==> config.mk <==
export PLATFORM = sky130hd
export DESIGN_NAME = hf_adc_seq
export DESIGN_NICKNAME = d
export VERILOG_FILES = /design/src/rtl/hf_pkg.sv /design/src/rtl/hf_therm_enc.sv /design/src/rtl/hf_edge_det.sv /design/src/rtl/hf_seq.sv /design/src/rtl/hf_outlatch.sv /design/src/rtl/hf_adc_seq.sv
export SDC_FILE = /design/constraint.sdc
export NUM_CORES = 1
export LEC_CHECK = 0
export ABC_AREA = 1
export BUFFER_PORTS_ARGS = -buffer_cell sky130_fd_sc_hd__buf_2
export CAP_MARGIN = 20
export CORE_UTILIZATION = 35
export CTS_BUF_LIST = sky130_fd_sc_hd__clkbuf_16
export DETAILED_ROUTE_END_ITERATION = 16
export RECOVER_POWER = 50
export SLEW_MARGIN = 5
export SYNTH_ARGS = -nofsm -noshare
export SYNTH_HDL_FRONTEND = slang
export SYNTH_SLANG_ARGS = --single-unit
==> constraint.sdc <==
create_clock -name clk -period 4.5 [get_ports clk]
set_input_delay 0.9 -clock clk [delete_from_list [all_inputs] [get_ports clk]]
set_output_delay 0.9 -clock clk [all_outputs]
set_load 0.03 [all_outputs]
==> src/rtl/hf_pkg.sv <==
package hf_pkg;

    typedef enum logic [2:0] {
        ST_IDLE  = 3'd0,
        ST_RD_HI = 3'd1,
        ST_RD_LO = 3'd2,
        ST_WR_HI = 3'd3,
        ST_WR_LO = 3'd4,
        ST_RECOV = 3'd5
    } hf_state_e;

    localparam int STB_CS = 0;
    localparam int STB_RD = 1;
    localparam int STB_WR = 2;
    localparam int STB_N  = 3;

endpackage

==> src/rtl/hf_therm_enc.sv <==
module hf_therm_enc #(
    parameter int NB = 4,
    localparam int TW = (1 << NB) - 1
) (
    input  logic [TW-1:0] therm_i,
    output logic [NB-1:0] code_o
);
    // population count: tolerant of bubbles in the code
    always_comb begin
        code_o = '0;
        for (int i = 0; i < TW; i++) begin
            code_o = code_o + {{(NB-1){1'b0}}, therm_i[i]};
        end
    end
endmodule

==> src/rtl/hf_edge_det.sv <==
module hf_edge_det #(
    parameter int N = 3
) (
    input  logic         clk,
    input  logic         rst_n,
    input  logic [N-1:0] lvl_i,
    output logic [N-1:0] fall_o,
    output logic [N-1:0] rise_o
);
    logic [N-1:0] prev_d, prev_q;

    always_comb begin
        prev_d = lvl_i;
        fall_o = prev_q & ~lvl_i;
        rise_o = ~prev_q & lvl_i;
    end

    always_ff @(posedge clk or negedge rst_n) begin
        if (!rst_n) prev_q <= '1;
        else        prev_q <= prev_d;
    end
endmodule

==> src/rtl/hf_seq.sv <==
module hf_seq
    import hf_pkg::*;
#(
    parameter int NB       = 4,
    parameter int STEP_CYC = 200,
    parameter int TOUT_CYC = 200,
    parameter int REC_CYC  = 125
) (
    input  logic          clk,
    input  logic          rst_n,
    input  logic          mode_i,
    input  logic          cs_n_i,
    input  logic          rd_fall_i,
    input  logic          wr_fall_i,
    input  logic          wr_rise_i,
    input  logic [NB-1:0] hi_code_i,
    input  logic          ovr_i,
    output logic          hi_cmp_o,
    output logic          lo_cmp_o,
    output logic [NB-1:0] hi_nib_o,
    output logic          ovr_o,
    output logic          strobe_o,
    output logic          rd_busy_o
);
    localparam int MAX_AB = (STEP_CYC > TOUT_CYC) ? STEP_CYC : TOUT_CYC;
    localparam int MAXC   = (MAX_AB > REC_CYC) ? MAX_AB : REC_CYC;
    localparam int CW     = $clog2(MAXC + 1);
    localparam logic [CW-1:0] STEP_LAST = CW'(STEP_CYC - 1);
    localparam logic [CW-1:0] TOUT_LAST = CW'(TOUT_CYC - 1);
    localparam logic [CW-1:0] REC_LAST  = CW'(REC_CYC - 1);

    typedef struct packed {
        hf_state_e     st;
        logic [CW-1:0] cnt;
        logic [NB-1:0] hi_nib;
        logic          ovr;
        logic          hi_cmp;
        logic          lo_cmp;
    } seq_t;

    seq_t s_d, s_q;

    always_comb begin
        s_d      = s_q;
        strobe_o = 1'b0;
        unique case (s_q.st)
            ST_IDLE: begin
                s_d.cnt = '0;
                if (!cs_n_i && rd_fall_i && !mode_i)     s_d.st = ST_RD_HI;
                else if (!cs_n_i && wr_fall_i && mode_i) s_d.st = ST_WR_HI;
            end
            ST_RD_HI: begin
                if (s_q.cnt == STEP_LAST) begin
                    s_d.st     = ST_RD_LO;
                    s_d.cnt    = '0;
                    s_d.hi_nib = hi_code_i;
                    s_d.ovr    = ovr_i;
                end else begin
                    s_d.cnt = s_q.cnt + 1'b1;
                end
            end
            ST_RD_LO: begin
                if (s_q.cnt == STEP_LAST) begin
                    strobe_o = 1'b1;
                    s_d.st   = ST_RECOV;
                    s_d.cnt  = '0;
                end else begin
                    s_d.cnt = s_q.cnt + 1'b1;
                end
            end
            ST_WR_HI: begin
                if (wr_rise_i) begin
                    s_d.st     = ST_WR_LO;
                    s_d.cnt    = '0;
                    s_d.hi_nib = hi_code_i;
                    s_d.ovr    = ovr_i;
                end
            end
            ST_WR_LO: begin
                if ((!cs_n_i && rd_fall_i) || (s_q.cnt == TOUT_LAST)) begin
                    strobe_o = 1'b1;
                    s_d.st   = ST_RECOV;
                    s_d.cnt  = '0;
                end else begin
                    s_d.cnt = s_q.cnt + 1'b1;
                end
            end
            ST_RECOV: begin
                if (s_q.cnt == REC_LAST) begin
                    s_d.st  = ST_IDLE;
                    s_d.cnt = '0;
                end else begin
                    s_d.cnt = s_q.cnt + 1'b1;
                end
            end
            default: begin
                s_d.st  = ST_IDLE;
                s_d.cnt = '0;
            end
        endcase
        s_d.hi_cmp = (s_d.st == ST_RD_HI) || (s_d.st == ST_WR_HI);
        s_d.lo_cmp = (s_d.st == ST_RD_LO) || (s_d.st == ST_WR_LO);
        rd_busy_o  = (s_d.st == ST_RD_HI) || (s_d.st == ST_RD_LO);
    end

    always_ff @(posedge clk or negedge rst_n) begin
        if (!rst_n) s_q <= '{st: ST_IDLE, cnt: '0, hi_nib: '0, ovr: 1'b0,
                             hi_cmp: 1'b0, lo_cmp: 1'b0};
        else        s_q <= s_d;
    end

    assign hi_cmp_o = s_q.hi_cmp;
    assign lo_cmp_o = s_q.lo_cmp;
    assign hi_nib_o = s_q.hi_nib;
    assign ovr_o    = s_q.ovr;
endmodule

==> src/rtl/hf_outlatch.sv <==
module hf_outlatch #(
    parameter int DW = 8
) (
    input  logic          clk,
    input  logic          rst_n,
    input  logic          mode_i,
    input  logic          cs_n_i,
    input  logic          rd_n_i,
    input  logic          cs_fall_i,
    input  logic          cs_rise_i,
    input  logic          rd_rise_i,
    input  logic          strobe_i,
    input  logic          rd_busy_i,
    input  logic [DW-1:0] result_i,
    input  logic          ovr_i,
    output logic [DW-1:0] data_o,
    output logic          data_oe_o,
    output logic          irq_n_o,
    output logic          rdy_pull_o,
    output logic          ovf_n_o
);
    typedef struct packed {
        logic [DW-1:0] data;
        logic          ovf_n;
        logic          irq_n;
        logic          rdy;
        logic          oe;
    } out_t;

    out_t o_d, o_q;

    always_comb begin
        o_d = o_q;
        // interrupt: store wins over a clearing edge
        if (strobe_i)                    o_d.irq_n = 1'b0;
        else if (rd_rise_i || cs_rise_i) o_d.irq_n = 1'b1;
        // ready request: release wins over set
        if (strobe_i || cs_rise_i)       o_d.rdy = 1'b0;
        else if (cs_fall_i && !mode_i)   o_d.rdy = 1'b1;
        if (strobe_i) begin
            o_d.data  = result_i;
            o_d.ovf_n = ~ovr_i;
        end
        o_d.oe = !cs_n_i && !rd_n_i && !rd_busy_i;
    end

    always_ff @(posedge clk or negedge rst_n) begin
        if (!rst_n) o_q <= '{data: '0, ovf_n: 1'b1, irq_n: 1'b1, rdy: 1'b0, oe: 1'b0};
        else        o_q <= o_d;
    end

    assign data_o     = o_q.data;
    assign data_oe_o  = o_q.oe;
    assign irq_n_o    = o_q.irq_n;
    assign rdy_pull_o = o_q.rdy;
    assign ovf_n_o    = o_q.ovf_n;
endmodule

==> src/rtl/hf_adc_seq.sv <==
module hf_adc_seq
    import hf_pkg::*;
#(
    parameter int NB       = 4,
    parameter int STEP_CYC = 200,
    parameter int TOUT_CYC = 200,
    parameter int REC_CYC  = 125,
    localparam int TW = (1 << NB) - 1,
    localparam int DW = 2 * NB
) (
    input  logic          clk,
    input  logic          rst_n,
    input  logic          mode_wr_i,
    input  logic          cs_n_i,
    input  logic          rd_n_i,
    input  logic          wr_n_i,
    input  logic [TW-1:0] hi_therm_i,
    input  logic          ovr_cmp_i,
    input  logic [TW-1:0] lo_therm_i,
    output logic          hi_cmp_o,
    output logic          lo_cmp_o,
    output logic [DW-1:0] data_o,
    output logic          data_oe_o,
    output logic          irq_n_o,
    output logic          rdy_pull_o,
    output logic          ovf_n_o
);
    logic [STB_N-1:0] lvl, fall, rise;
    logic [TW-1:0]    therm [2];
    logic [NB-1:0]    code  [2];
    logic [NB-1:0]    hi_nib;
    logic             ovr_held, strobe, rd_busy;

    assign lvl[STB_CS] = cs_n_i;
    assign lvl[STB_RD] = rd_n_i;
    assign lvl[STB_WR] = wr_n_i;
    assign therm[0]    = lo_therm_i;
    assign therm[1]    = hi_therm_i;

    hf_edge_det #(.N(STB_N)) u_edge (
        .clk(clk), .rst_n(rst_n), .lvl_i(lvl), .fall_o(fall), .rise_o(rise)
    );

    for (genvar b = 0; b < 2; b++) begin : g_bank
        hf_therm_enc #(.NB(NB)) u_enc (.therm_i(therm[b]), .code_o(code[b]));
    end

    hf_seq #(.NB(NB), .STEP_CYC(STEP_CYC), .TOUT_CYC(TOUT_CYC), .REC_CYC(REC_CYC)) u_seq (
        .clk(clk), .rst_n(rst_n), .mode_i(mode_wr_i), .cs_n_i(cs_n_i),
        .rd_fall_i(fall[STB_RD]), .wr_fall_i(fall[STB_WR]), .wr_rise_i(rise[STB_WR]),
        .hi_code_i(code[1]), .ovr_i(ovr_cmp_i),
        .hi_cmp_o(hi_cmp_o), .lo_cmp_o(lo_cmp_o), .hi_nib_o(hi_nib), .ovr_o(ovr_held),
        .strobe_o(strobe), .rd_busy_o(rd_busy)
    );

    hf_outlatch #(.DW(DW)) u_out (
        .clk(clk), .rst_n(rst_n), .mode_i(mode_wr_i), .cs_n_i(cs_n_i), .rd_n_i(rd_n_i),
        .cs_fall_i(fall[STB_CS]), .cs_rise_i(rise[STB_CS]), .rd_rise_i(rise[STB_RD]),
        .strobe_i(strobe), .rd_busy_i(rd_busy), .result_i({hi_nib, code[0]}),
        .ovr_i(ovr_held), .data_o(data_o), .data_oe_o(data_oe_o), .irq_n_o(irq_n_o),
        .rdy_pull_o(rdy_pull_o), .ovf_n_o(ovf_n_o)
    );
endmodule

[Word level (Yosys, flattened, before mapping)]
Index checks and enable logic that the tools add are counted.
Operators by class
  $add $sub $neg: 29
  multipliers: 0
  div/mod/pow operators: 0
  magnitude comparators: 0
  equality and inequality tests: 13
  shift-type cells: 0
  mux-type cells: 20
  bitwise operators: 5
  reduce and logical (&&, ||, !) cells: 22
Operators by type and width (number)
  adder 4 x 1 -> 4 bit: 26
  case mux 11 bit (6 select lines): 1
  2-to-1 mux 8 bit: 3
  2-to-1 mux 3 bit: 6
  2-to-1 mux 16 bit: 1
  == test 3 x 2 -> 1 bit, second input constant: 4
  case mux 5 bit (2 select lines): 1
  == test 3 bit, second input constant: 3
  adder 8 x 1 -> 8 bit, second input constant: 1
  == test 8 x 7 -> 1 bit, second input constant: 1
  == test 8 bit, second input constant: 1
  logical AND 1 bit: 7
  AND 3 bit: 2
  == test 3 x 1 -> 1 bit, second input constant: 2
  logical OR 1 bit: 6
  2-to-1 mux 1 bit: 6
  NOT 3 bit: 2
  nonzero test 2 bit: 3
  2-to-1 mux 5 bit: 1
  adder 1 x 1 -> 2 bit: 2
  logical NOT 1 bit: 4
  logical NOT 3 bit: 1
  AND reduction 3 bit: 1
  != test 2 x 1 -> 1 bit, second input constant: 1
  3 further kinds: 3
Word-level totals
  bits in registers: 33
  latch bits: 0
  bits in writable memories: 0
  bits in read-only memories: 0
  output and inout bits: 14
  memories: 0

[Depth between registers and ports, before layout]
  depth after elaboration: 20
  depth in mapped cells: 17
  mapped depth without buffers: 17

[Modules after synthesis]
A second synthesis with hierarchy kept.
Unflattened totals
  cells, all modules: 267
  area, all modules: 2333.5 um^2
By module, submodules not included
  hf_seq: times used 1, cells each 127, area each 1081.0 um^2
  hf_therm_enc: times used 2, cells each 37, area each 326.6 um^2
  hf_outlatch: times used 1, cells each 51, area each 475.5 um^2
  hf_edge_det: times used 1, cells each 15, area each 123.9 um^2

[Least setup slack after synthesis]
Ideal clock, no wire load.
  path type: input port to flip-flop
  start point: input port hi_therm_i[0]
  end point: register u_seq.s_q (netlist bit u_seq.hi_nib_o[2])
  setup time: 0.122 ns
  data arrival time: 3.953 ns
  required time: 4.378 ns
  setup slack: 0.426 ns
  stages on the path: 11
  cells stage by stage: ha_1 -> inv_1 -> fa_1 -> fa_1 -> fa_1 -> fa_1 -> inv_1 -> ha_1 -> fa_1 -> xnor2_1 -> o21ai_2
On the way
  longest elaborated chain between the ends: 16
  elaborated cells on any way between the ends: 17
  classes of those cells: add/sub: 14; mux: 3
RTL lines
  start: declaration: line hf_adc_seq.sv:17  | input logic [TW-1:0] hi_therm_i,
  adder 1 x 1 -> 2 bit (*): line hf_therm_enc.sv:12  | code_o = code_o + {{(NB-1){1'b0}}, therm_i[i]};
  adder 4 x 1 -> 4 bit (*) (13 in a row): line hf_therm_enc.sv:12
  2-to-1 mux 16 bit or 2-to-1 mux 5 bit (tied branches): line hf_seq.sv:72, hf_seq.sv:53
  case mux 5 bit (2 select lines) (*): line hf_seq.sv:46  | unique case (s_q.st)
  end signal: assignment: line hf_seq.sv:107  | if (!rst_n) s_q <= '{st: ST_IDLE, cnt: '0, hi_nib: '0, ovr: 1'b0,
  end: declaration: line hf_seq.sv:41  | seq_t s_d, s_q;
Every way passes the cells marked *; elsewhere a longest branch is shown, timed or not. The select of a mux whose other input is x is not followed.
A chain may end at the register's enable or synchronous reset.

[Worst setup path after layout]
Ends and elaborated chain as after synthesis.

==> impl_results.md <==
- Outcome: finished with violations
- Violated checks: max-capacitance violations, max-slew violations
- Gp weighted congestion: 0.803
- Launching point of the worst reg2reg path: u_seq.s_q[7]
- Wirelength, routed: 4400 um
- VDD IR max: 296 uV
- Post-CTS Setup Inserts: 0
- FF+latch area: 832 um2
- Post-synth top area cell: dfrtp_1
- Crit. Startpoint: hi_therm_i[0]
- Crit Reg-Reg Endpoint: u_out.ovf_n_o
- Site row count: 30
- Number of antenna diodes: 0
- Clock Path Buffers: 2
- Reg clk slew, reported paths: 50 ps
- Max Slew Vio Count: 34
- Critical Path End: u_seq.hi_nib_o[2]
- Vias post-DR: 1920
- Fin. Hold Viols: 0
- Port buffer count: 50
- Core area: 0.00683 mm2
- PD cells: 529 mW/mm2
- Violation count after the first detailed-route iteration: 52
- Maximum Capacitance Violations: 1
- Peak Freq: 249 MHz
- CTS hold repair buffers: 0
- Worst-Margin Slew: 1790 ps
- Setup-failing EPs final: 0
- CP max stage delay: 550 ps
- CP most frequent cell: fa_1
- P_leak: 1.68 nW
- CP max-delay cell: fa_1
- Vias per cell: 4.21
- Fin crit period: 4010 ps
- Critical-path cell list: buf_2 -> ha_1 -> inv_1 -> fa_1 -> fa_1 -> fa_1 -> fa_1 -> inv_1 -> ha_1 -> fa_1 -> xnor2_1 -> o21ai_2
- Final core occ: 43.2%
- Worst Setup Path Type: in2reg
- Syn_nets: 373
- Distinct cell type count after synthesis: 30
- Hold WC Path Type: reg2reg
- Crit path DAT: 4170 ps
- Multi-input gate area: 0.00130 mm2
- R2r setup slk: 2590 ps
- TNS Setup: 0 ps
- Worst-Skew Late Latency: 280 ps
- Fill cells: 722
- Antenna violation net count after detailed routing: 0
- Largest net degree at the start of global routing: 34
- Mapped Area: 0.00248 mm2
- GR Overflow Total: 0
- Global-route total usage across every layer: 13.1%
- Critical path endpoint category: flip-flop
- Final #Nets: 428
- Residual DRC: 0
- Synth Register Bits: 33
- Die width: 86.1 um
- Sequential fraction of the synthesis area: 33.6%
- First-pass GRT wire length: 7740 um
- EDFF count, synth: 0
- Final worst path period share: 89.1%
- Initial core utilization: 36.2%
- CTS Buf Count: 5
- Hold Startpoint: u_seq.ovr_o
- Root Driver: clkbuf_16
- Die area: 0.00741 mm2
- Post-DP HPWL: 3570 um
- Synth Area per Inst: 8.15 um2
- Synth warn: 0
- CTS tree: done
- Post-cts resize count: 0
- CP startpoint kind: primary input
- Vias in the first global route: 1866
- DRT Pass-1 Iters: 4
- # IOs: 51
- Most frequent cell after synthesis: inv_1
- RSZ-0062 raised after global routing: false
- Number of clock sinks: 33
- H-tree levels: 2
- Top-area cell type share of the netlist area: 28.3%
- Post-Syn Instances: 304
- Post-synth ARST share: 100%
- Layout cells sized above 1: 22.8%
- Slew HR: -19.2%
- Largest cells by area after synthesis: dfrtp_1 28%, fa_1 15%, inv_1 12%
- Worst-path maximum fanout: 2
- Final setup skew: 6.17 ps
- Initial antenna violation count: 0
- Die H: 86.1 um
- R2R cell count: 7
- Top FF cell, synth: dfrtp_1
- Post-synth top cells: 80 x inv_1, 66 x nand2_1, 28 x dfrtp_1, 18 x fa_1
- Crit path required time: 4660 ps
- Syn-to-layout area delta: 19.2%
- Per-cell routed wire length: 9.64 um
## layout make-up
type | count | area share [%]
clock inverter | 3 | 0.466
multi-input combinational | 186 | 44.2
clock buffer | 5 | 4.24
sequential | 33 | 28.2
tap | 96 | 4.07
timing repair buffer | 50 | 8.31
inverter | 83 | 10.6
## worst min-delay path by stage
stage / to / slack, ps / depth (start not counted)
after floorplan: u_out.ovf_n_o / 400 / 1
after global placement: u_out.ovf_n_o / 420 / 1
after detailed placement: u_out.data_o[0] / 460 / 2
after CTS: u_out.ovf_n_o / 450 / 1
after global routing: u_out.ovf_n_o / 460 / 1
final: u_out.ovf_n_o / 450 / 1
## logic make-up after synthesis
logic type	after synthesis	share of synthesized area (%)
buf+inv	85	13.2
flops	33	33.6
xor+xnor	5	1.77
simple gates	127	24.2
compound gates	22	5.56
fa+ha+maj	32	21.6
## metal layers
metal | GRT usage [%] | share of wire [%]
met5 | 0 | 0
met3 | 3.46 | 2.9
met2 | 22.8 | 48
met1 | 16.3 | 49
met4 | 2.73 | 0.57
## state kept, by name, summed over array words and instances (netlist names)
signal and cells:
u_out.rdy_pull_o 1, u_out.irq_n_o 1, u_seq.ovr_o 1, u_edge.prev_q 3, u_seq.hi_nib_o 4, u_out.data_o 8
u_out.data_oe_o 1, u_seq.s_q 11, u_out.ovf_n_o 1, u_seq.lo_cmp_o 1, u_seq.hi_cmp_o 1
## critical path, delay by kind of cell
| family | cells | cell delay, ps |
|---|---|---|
| buffers and inverters | 3 | 210 |
| adder cells (fa/ha/maj) | 7 | 2790 |
| AO/OA/AOI/OAI | 1 | 80 |
| XOR/XNOR | 1 | 210 |
## through the flow
stage	area, um2	hold WS [ps]	setup slack, ps	power [mW]	std cells
after floorplan	2480	403	426	1.07	304
after global placement	2830	419	205	1.24	448
after detailed placement	2830	458	168	1.26	448
after CTS	2970	453	457	1.59	456
after global routing	2950	458	326	1.71	456
final	2950	449	490	1.56	456
## cells in the final DEF (no fill, tap or decap), drive strengths merged, types with 9 or more instances in the layout
| cell | Yosys | layout |
|---|---|---|
| clkbuf | 0 | 9 |
| nor2 | 23 | 23 |
| o21ai | 14 | 14 |
| fa | 18 | 18 |
| nand3 | 19 | 19 |
| inv | 83 | 84 |
| nand2 | 73 | 73 |
| buf | 2 | 46 |
| dfrtp | 28 | 28 |
| ha | 14 | 14 |
## where the power goes
group / switching (mW) / internal, mW
combinational: 0.478 / 0.292
sequential: 0.0670 / 0.399
clock: 0.125 / 0.201
No activity file was read; power rests on OpenSTA's default activity.
